## src/rtl/synprog_pkg.sv

```systemverilog
package synprog_pkg;
    localparam int PRIM_W = 20;
    localparam int ENH_W  = 8;
    localparam int PBUS_W = 8;
    localparam int M_W    = 9;
    localparam int A_W    = 4;
    localparam int R_W    = 6;
    localparam int DM_W   = 7;
    localparam int DR_W   = 4;

    // strobe vector positions
    localparam int ST_SCLK = 0;
    localparam int ST_SWR  = 1;
    localparam int ST_EWR  = 2;
    localparam int ST_HOP  = 3;
    localparam int ST_WHI  = 4;
    localparam int ST_WMID = 5;
    localparam int ST_WLO  = 6;
    localparam int NUM_ST  = 7;

    // enhancement bit positions
    localparam int EB_PWR  = 3;
    localparam int EB_LOAD = 4;
    localparam int EB_MSEL = 5;
    localparam int EB_PRE  = 6;
    localparam int EB_MON  = 7;

    typedef enum logic [1:0] {
        MODE_PAR = 2'd0,
        MODE_SER = 2'd1,
        MODE_DIR = 2'd2
    } mode_e;

    typedef struct packed {
        logic [R_W-1:0] r;
        logic [M_W-1:0] m;
        logic [A_W-1:0] a;
        logic           pre;
    } div_cfg_t;

    typedef struct packed {
        logic [PRIM_W-1:0] prim;
        logic [PRIM_W-1:0] sec;
        logic [ENH_W-1:0]  eshift;
        logic [ENH_W-1:0]  ehold;
        logic [NUM_ST-1:0] st_prev;
    } reg_state_t;

    // word layout: [19:18]=R5:R4 [17:16]=M8:M7 [15]=pre [14:8]=M6:M0 [7:4]=R3:R0 [3:0]=A
    function automatic div_cfg_t unpack_word(input logic [PRIM_W-1:0] w);
        div_cfg_t c;
        c.r   = {w[19:18], w[7:4]};
        c.m   = {w[17:16], w[14:8]};
        c.a   = w[3:0];
        c.pre = w[15];
        return c;
    endfunction
endpackage

```

## src/rtl/synprog_sync.sv

```systemverilog
module synprog_sync #(
    parameter int W      = 1,
    parameter int STAGES = 2
) (
    input  logic         clk,
    input  logic         rst_n,
    input  logic [W-1:0] d,
    output logic [W-1:0] q
);
    logic [W-1:0] stg_d [STAGES];
    logic [W-1:0] stg_q [STAGES];

    always_comb begin
        stg_d[0] = d;
        for (int i = 1; i < STAGES; i++) begin
            stg_d[i] = stg_q[i-1];
        end
    end

    always_ff @(posedge clk or negedge rst_n) begin
        if (!rst_n) begin
            for (int i = 0; i < STAGES; i++) stg_q[i] <= '0;
        end else begin
            for (int i = 0; i < STAGES; i++) stg_q[i] <= stg_d[i];
        end
    end

    assign q = stg_q[STAGES-1];
endmodule

```

## src/rtl/synprog_regs.sv

```systemverilog
module synprog_regs
    import synprog_pkg::*;
(
    input  logic                 clk,
    input  logic                 rst_n,
    input  mode_e                mode,
    input  logic [NUM_ST-1:0]    st_lvl,
    input  logic                 sdata,
    input  logic [PBUS_W-1:0]    pdata,
    output logic [PRIM_W-1:0]    prim_word,
    output logic [PRIM_W-1:0]    sec_word,
    output logic [ENH_W-1:0]     enh_word
);
    reg_state_t        st_d, st_q;
    logic [NUM_ST-1:0] rise, fall;

    always_comb begin
        rise       = st_lvl & ~st_q.st_prev;
        fall       = ~st_lvl & st_q.st_prev;
        st_d       = st_q;
        st_d.st_prev = st_lvl;
        case (mode)
            MODE_SER: begin
                if (rise[ST_SCLK] && !st_lvl[ST_SWR]) begin
                    if (!st_lvl[ST_EWR]) st_d.prim   = {st_q.prim[PRIM_W-2:0], sdata};
                    else                 st_d.eshift = {st_q.eshift[ENH_W-2:0], sdata};
                end
                if (rise[ST_SWR] || rise[ST_HOP]) st_d.sec   = st_q.prim;
                if (fall[ST_EWR])                 st_d.ehold = st_q.eshift;
            end
            MODE_PAR: begin
                if (rise[ST_WHI])  st_d.prim[19:16] = pdata[3:0];
                if (rise[ST_WMID]) st_d.prim[15:8]  = pdata;
                if (rise[ST_WLO])  st_d.prim[7:0]   = pdata;
                if (rise[ST_HOP])  st_d.sec         = st_q.prim;
                if (rise[ST_EWR])  st_d.ehold       = pdata;
            end
            default: ;
        endcase
    end

    always_ff @(posedge clk or negedge rst_n) begin
        if (!rst_n) st_q <= '0;
        else        st_q <= st_d;
    end

    assign prim_word = st_q.prim;
    assign sec_word  = st_q.sec;
    assign enh_word  = st_q.ehold;

    // R4: the secondary word only moves on a copy edge
    p_sec_only_on_copy_r4: assert property (@(posedge clk) disable iff (!rst_n)
        !(rise[ST_HOP] || (mode == MODE_SER && rise[ST_SWR])) |=> $stable(st_q.sec));

    // R4: a hop edge copies the word held at that edge
    p_hop_copies_r4: assert property (@(posedge clk) disable iff (!rst_n)
        (mode != MODE_DIR && rise[ST_HOP]) |=> (st_q.sec == $past(st_q.prim)));

    // R9: direct mode freezes every programmable register
    p_direct_frozen_r9: assert property (@(posedge clk) disable iff (!rst_n)
        (mode == MODE_DIR) |=> ($stable(st_q.prim) && $stable(st_q.sec) && $stable(st_q.ehold)));

    // R3: serial enhancement buffer changes only on the strobe falling edge
    p_enh_commit_on_fall_r3: assert property (@(posedge clk) disable iff (!rst_n)
        (mode == MODE_SER && !fall[ST_EWR]) |=> $stable(st_q.ehold));

    // R3: shifting into the enhancement stage leaves the primary word alone
    p_enh_shift_keeps_prim_r3: assert property (@(posedge clk) disable iff (!rst_n)
        (mode == MODE_SER && st_lvl[ST_EWR]) |=> $stable(st_q.prim));
endmodule

```

## src/rtl/synth_prog_if.sv

```systemverilog
module synth_prog_if
    import synprog_pkg::*;
#(
    parameter int SYNC_STAGES = 2
) (
    input  logic              clk,
    input  logic              rst_n,
    input  logic              bus_direct,
    input  logic              ser_sel,
    input  logic              freq_sel,
    input  logic              enh_n,
    input  logic              ser_clk,
    input  logic              ser_data,
    input  logic              ser_wr,
    input  logic              enh_wr,
    input  logic              hop_wr,
    input  logic              wr_hi,
    input  logic              wr_mid,
    input  logic              wr_lo,
    input  logic [7:0]        pdata,
    input  logic [6:0]        dir_m,
    input  logic [3:0]        dir_a,
    input  logic [3:0]        dir_r,
    input  logic              dir_pre_en,
    output logic [8:0]        m_val,
    output logic [3:0]        a_val,
    output logic [5:0]        r_val,
    output logic              pre_en,
    output logic              pwr_down,
    output logic              cnt_load,
    output logic              dout_msel,
    output logic              dout_prescale,
    output logic              mon_off
);
    localparam int DATA_W = PBUS_W + 1;

    mode_e             mode;
    logic [NUM_ST-1:0] st_raw, st_lvl;
    logic [DATA_W-1:0] dat_lvl;
    logic [PRIM_W-1:0] prim_word, sec_word;
    logic [ENH_W-1:0]  enh_word, enh_act;
    div_cfg_t          cfg;

    assign mode = bus_direct ? MODE_DIR : (ser_sel ? MODE_SER : MODE_PAR);

    always_comb begin
        st_raw          = '0;
        st_raw[ST_SCLK] = ser_clk;
        st_raw[ST_SWR]  = ser_wr;
        st_raw[ST_EWR]  = enh_wr;
        st_raw[ST_HOP]  = hop_wr;
        st_raw[ST_WHI]  = wr_hi;
        st_raw[ST_WMID] = wr_mid;
        st_raw[ST_WLO]  = wr_lo;
    end

    synprog_sync #(.W(NUM_ST), .STAGES(SYNC_STAGES)) i_strobe_sync (
        .clk(clk), .rst_n(rst_n), .d(st_raw), .q(st_lvl));

    synprog_sync #(.W(DATA_W), .STAGES(SYNC_STAGES)) i_data_sync (
        .clk(clk), .rst_n(rst_n), .d({ser_data, pdata}), .q(dat_lvl));

    synprog_regs i_regs (
        .clk(clk), .rst_n(rst_n), .mode(mode), .st_lvl(st_lvl),
        .sdata(dat_lvl[PBUS_W]), .pdata(dat_lvl[PBUS_W-1:0]),
        .prim_word(prim_word), .sec_word(sec_word), .enh_word(enh_word));

    always_comb begin
        if (mode == MODE_DIR) begin
            cfg.r   = {{(R_W-DR_W){1'b0}}, dir_r};
            cfg.m   = {{(M_W-DM_W){1'b0}}, dir_m};
            cfg.a   = dir_a;
            cfg.pre = dir_pre_en;
            enh_act = '0;
        end else begin
            cfg     = unpack_word(freq_sel ? prim_word : sec_word);
            enh_act = enh_n ? '0 : enh_word;
        end
    end

    assign m_val         = cfg.m;
    assign a_val         = cfg.a;
    assign r_val         = cfg.r;
    assign pre_en        = cfg.pre;
    assign pwr_down      = enh_act[EB_PWR];
    assign cnt_load      = enh_act[EB_LOAD];
    assign dout_msel     = enh_act[EB_MSEL];
    assign dout_prescale = enh_act[EB_PRE];
    assign mon_off       = enh_act[EB_MON];

    // R8: no enhancement control leaks while the enable is high
    p_enh_gated_r8: assert property (@(posedge clk) disable iff (!rst_n)
        enh_n |-> !(pwr_down || cnt_load || dout_msel || dout_prescale || mon_off));

    // R1: direct mode never shows the extended counter bits
    p_direct_upper_zero_r1: assert property (@(posedge clk) disable iff (!rst_n)
        bus_direct |-> (m_val[8:7] == 2'b00 && r_val[5:4] == 2'b00));
endmodule

```

## config.mk

```make
export PLATFORM = sky130hd
export DESIGN_NAME = synth_prog_if
export DESIGN_NICKNAME = d
export VERILOG_FILES = /design/src/rtl/synprog_pkg.sv /design/src/rtl/synprog_sync.sv /design/src/rtl/synprog_regs.sv /design/src/rtl/synth_prog_if.sv
export SDC_FILE = /design/constraint.sdc
export NUM_CORES = 1
export LEC_CHECK = 0
export BUFFER_PORTS_ARGS = -buffer_cell sky130_fd_sc_hd__buf_2
export CAP_MARGIN = 10
export CORE_ASPECT_RATIO = 1.4
export CORE_MARGIN = 2
export CORE_UTILIZATION = 50
export DETAILED_ROUTE_END_ITERATION = 8
export GPL_TIMING_DRIVEN = 0
export HOLD_SLACK_MARGIN = 0.1
export PLACE_DENSITY = 0.77
export SLEW_MARGIN = 5
export SYNTH_ARGS = -nofsm -noshare
export SYNTH_HDL_FRONTEND = slang
export SYNTH_SLANG_ARGS = --single-unit
```

## constraint.sdc

```tcl
create_clock -name clk -period 1.65 [get_ports clk]
set_input_delay 0.0825 -clock clk [delete_from_list [all_inputs] [get_ports clk]]
set_output_delay 0.0825 -clock clk [all_outputs]
set_load 0.03 [all_outputs]
```

# Word-level counts from Yosys, hierarchy flattened
# Index checks and enable logic that the tools add are counted.
# totals
ff_bits,95
in_bits,38
out_inout_bits,25
# classes
eq_ne,11
mux,17
bitwise,4
n_reduce_logical,11
# ops
cell,n
$mux W20,6
$pmux W40 S2,1
$mux W8,6
$ne A2 B1 Y1 const B,8
$pmux W8 S2,1
$reduce_and A4 Y1,3
$reduce_and A3 Y1,3
$and A7 B7 Y7,1
$not A7 Y7,1
$mux W4,1
$and A3 B3 Y3,1
$not A3 Y3,1
$eq A2 B1 Y1 const B,1
$eq A2 B2 Y1 const B,1
$logic_not A2 Y1,1
$mux W2,1
$ne A2 B2 Y1 const B,1
$reduce_bool A2 Y1,1
$logic_and A1 B1 Y1,1
$logic_not A1 Y1,1
$logic_or A1 B1 Y1,1
$mux W1,1

# Depth between registers and ports, before layout
# logic_depth
depth_word,5
mapped_depth,5
depth_no_buf,3

# Hierarchy
# Synthesis repeated with hierarchy kept, for this count alone.
# unflattened
cells_unflattened,357
hier_area_um2,4341.7
# by_module_without_submodules
mod,instances,cells_per_inst,area_per_inst_um2,seq_area_each_um2
synprog_regs,1,256,3100.5,1576.5
synprog_sync at i_data_sync,1,18,450.4,450.4
synth_prog_if,1,69,440.4,0.0
synprog_sync at i_strobe_sync,1,14,350.3,350.3

# Least setup slack after synthesis
# No wires, ideal clock.
# synth_path
path_kind,register -> register
from,reg i_strobe_sync.stg_q (netlist bit i_strobe_sync.q[1])
to,reg i_regs.st_q[18] (netlist bit)
setup_ps,125
arrival_time_ps,1411
t_required_ps,1525
setup_slack_ps,114
path_stages_with_launch,5
synth_period_minus_slack_ps,1536
cell_sequence,dfrtp_1 > nor3b_4 > and3_1 > buf_2 > mux2_2
# synth_between
elab_chain_len,3
# synth_lines
element,line_no,text
"start, declared",synprog_sync.sv:11,logic [W-1:0] stg_q [STAGES];
$logic_not A1 Y1,synprog_regs.sv:24,if (rise[ST_SCLK] && !st_lvl[ST_SWR]) begin
$logic_and A1 B1 Y1,synprog_regs.sv:24,
$reduce_and A3 Y1 (no line),-,
"end signal, assigned",synprog_regs.sv:44,else st_q <= st_d;
"end, declared",synprog_regs.sv:14,"reg_state_t st_d, st_q;"
# No other way between the ends.
# A chain may end at the register's enable or synchronous reset.

# Final worst setup path
# layout_path
from,reg i_regs.st_q[6] (netlist bit)
to,reg i_regs.st_q (netlist bit i_regs.prim_word[6])
# layout_between
elab_chain_len,4
# layout_lines
element,line_no,text
$not A7 Y7,synprog_regs.sv:18,rise = st_lvl & ~st_q.st_prev;
$and A7 B7 Y7,synprog_regs.sv:18,
$ne A2 B1 Y1 (no line),-,
$reduce_and A4 Y1 (no line),-,
# No other way between the ends.

==> flow_summary_export.csv <==
group,metric,value,unit
place,dpl.hpwl,5.06,mm
synthesis,synth_ff_type,"dfrtp_1",
power,p_per_area,1150,nW/um^2
place,gp_congestion,0.860,
critical_path,setup.worst_path.start_class,"register",
critical_path,r2r_end,"i_regs.prim_word[6]",
critical_path,reg2reg_depth,4,
floorplanning,initial_utilization,51.4,%
route,dr_total_vias,2480,
floorplanning,die-area,8240,um^2
clock_tree,worstSkewPairLatency,0.37,ns
power,vdd_drop_max,0.000910,V
route,dr.pass1.iters,4,
clock_tree,cts_tree,"done",
timing,tns,0,ns
timing,tightestPinTransition,0.764,ns
global_route,antenna_found_initial,0,
timing,min_period,1.55,ns
route,wl_per_cell,14.8,um
synthesis,syn-num-nets,327,
finish,fin_nets,417,
synthesis,synth_top_cell_by_area,"dfrtp_1",
floorplanning,num_io_pins,63,
critical_path,cp-endpoint,"i_regs.prim_word[6]",
synthesis,syn_area,3760,um^2
synthesis,ys_seq_area_share,61.3,%
clock_tree,htree_levels,3,
clock_tree,cts_buffer_depth,2,
timing,setup_violations,0,
floorplanning,rows,37,
critical_path,worstReg2RegStart,"i_regs.st_q[6]",
place,dpl.cell_count,447,
outcome,outcome,"finished clean",
floorplanning,core,7310,um^2
finish,synthToLayoutAreaGrowth,22.5,%
timing,rsz0062_at_grt,"false",
timing,fmax,644,MHz
flow_run,drv_cap,0,
critical_path,crit_required,1.93,ns
critical_path,startpoint,"i_regs.st_q[6]",
finish,post-route-util,62.9,%
route,ant_nets,0,
global_route,grt_pass1_vias,2518,
global_route,overflow,0,
synthesis,ys_types,30,
timing,holdWs,0.217,ns
critical_path,worstPathArrival,1.83,ns
synthesis,postSynthCellCount,289,
synthesis,synth_edf_count,0,
synthesis,async_reset_ff_share,100,%
place,io_buffers,60,
hold_path,min_path_type,"primary input to asynchronous set/reset pin",
synthesis,yosysMostFrequentCell,"dfrtp_1",
synthesis,ys_seq_elements,92,
timing,relSlewSlack,49.1,%
finish,drive_gt1_share,33.3,%
clock_tree,cts_buffers,9,
global_route,grt_start_max_net_pins,55,
finish,fin_area,4600,um^2
timing,drv_slew,0,
timing,finalWorstSetupSlack,0.0973,ns
finish,antenna-diode-count,0,
timing,hold_violations,0,
timing,fin_skew,0.0108,ns
clock_tree,path_clk_slew,0.10,ns
route,viasPerCell,5.16,
route,dr.first_iter.drc_count,194,
synthesis,yosys-top-cells-count,"92 x dfrtp_1, 27 x mux2_2, 26 x nor2_1",
finish,fin_cells,481,
floorplanning,die_y,107,um
global_route,grtUsageTotal,19.1,%
power,leakage,2.22,nW
critical_path,end_kind,"register",
clock_tree,numClockSinks,92,
route,drc,0,
clock_tree,root_buffer,"clkbuf_8",
power,power,5.28,mW
place,dp_slack,-0.0498,ns
route,drt_wl_total,7.11,mm
global_route,grt_pass1_wl,11.9,mm
floorplanning,fp.dieW,77.3,um
timing,post-route-period-util,94.1,%
synthesis,synth_area_leaders,"dfrtp_1 61%, mux2_2 8.1%, mux2i_1 5.3%",
synthesis,syn_avg_cell_area,13.0,um^2
critical_path,path_class,"register to register",
synthesis,yosys_warnings,0,
critical_path,r2r_setup_slack,0.1,ns
synthesis,synth_top_area_share,61.3,%
place,placed_cell_area,4210,um^2
critical_path,crit_fanout,9,
-- cells in the final DEF (no fill, tap or decap), types with 2 or more instances in the layout --
| master | instances |
|---|---|
| dfrtp_1 | 92 |
| buf_2 | 62 |
| mux2_2 | 27 |
| nor2_1 | 26 |
| inv_1 | 23 |
| mux2i_1 | 20 |
| dlygate4sd3_1 | 17 |
| nand2_1 | 16 |
| o21ai_0 | 16 |
| mux2_1 | 11 |
| a221oi_1 | 9 |
| clkbuf_8 | 9 |
| a221oi_2 | 8 |
| and2_1 | 6 |
| a211oi_1 | 6 |
| clkbuf_1 | 5 |
| inv_6 | 4 |
| buf_4 | 3 |
| clkbuf_4 | 2 |
| nor3b_4 | 2 |
| nor4b_2 | 2 |
| or4b_1 | 2 |
| inv_8 | 2 |
-- worst min path at each step --
stage                              to  slack (ns)  cells past startpoint
2_1_floorplan        i_data_sync.q[0]       -0.21                      0
5_1_grt            i_regs.enh_word[4]        0.26                      2
3_3_place_gp   i_strobe_sync.stg_d[0]        0.19                      1
3_5_place_dp     i_data_sync.stg_d[8]        0.09                      1
6_report         i_data_sync.stg_d[8]        0.22                      2
4_1_cts            i_regs.sec_word[0]        0.22                      2
-- sequential cells by signal, summed over array words and instances (netlist names) --
register,cells
i_data_sync.q,9
i_regs.sec_word,20
i_strobe_sync.q,7
i_regs.st_q,15
i_data_sync.stg_d,9
i_regs.enh_word,5
i_regs.prim_word,20
i_strobe_sync.stg_d,7
-- cells by family after synthesis --
logic type             synth area share (%)
AOI/OAI and AO/OA                      9.79
and+or+nand+nor                        8.09
buffers and inverters                  4.16
muxes                                  16.7
DFF                                    61.3
-- final cells by class --
class	count	area, um^2
timing repair buffer	79	508
fill	582	2710
multi-input combinational	160	1320
buffer	14	76.3
inverter	23	86.3
clock inverter	7	66.3
tap	97	121
sequential	92	2300
clock buffer	9	124
-- what timing repair did --
action                                 in CTS  in global routing
pin swaps                                   1                  0
gates cloned                                0                  0
setup endpoints to repair                  14                 24
buffers inserted                            1                  0
hold buffers                               17                  0
endpoints found under the hold margin      54                  0
gates resized for setup                     2                  4
-- power by group --
part | internal, mW | leakage, nW | total [mW] | switching, mW
registers | 2.60 | 1.06 | 2.81 | 0.212
logic | 0.471 | 1.06 | 1.02 | 0.550
clock network | 0.592 | 0.0991 | 1.45 | 0.857
total | 3.66 | 2.22 | 5.28 | 1.62
-- critical path, cell delays in order (launching register included) --
cell and delay (ns):
dfrtp_1 0.37, or4b_1 0.48, buf_2 0.19, a21boi_4 0.19, a221oi_2 0.24
-- per-layer routing --
layer	vias up	global-route usage [%]	part of all wire (%)
li1	1193	-	-
met1	1197	21.9	41
met2	71	32.5	52
met3	19	4.46	3.5
met4	0	11.4	3.8
met5	-	0	0
Power figures use the tool's default switching activity.
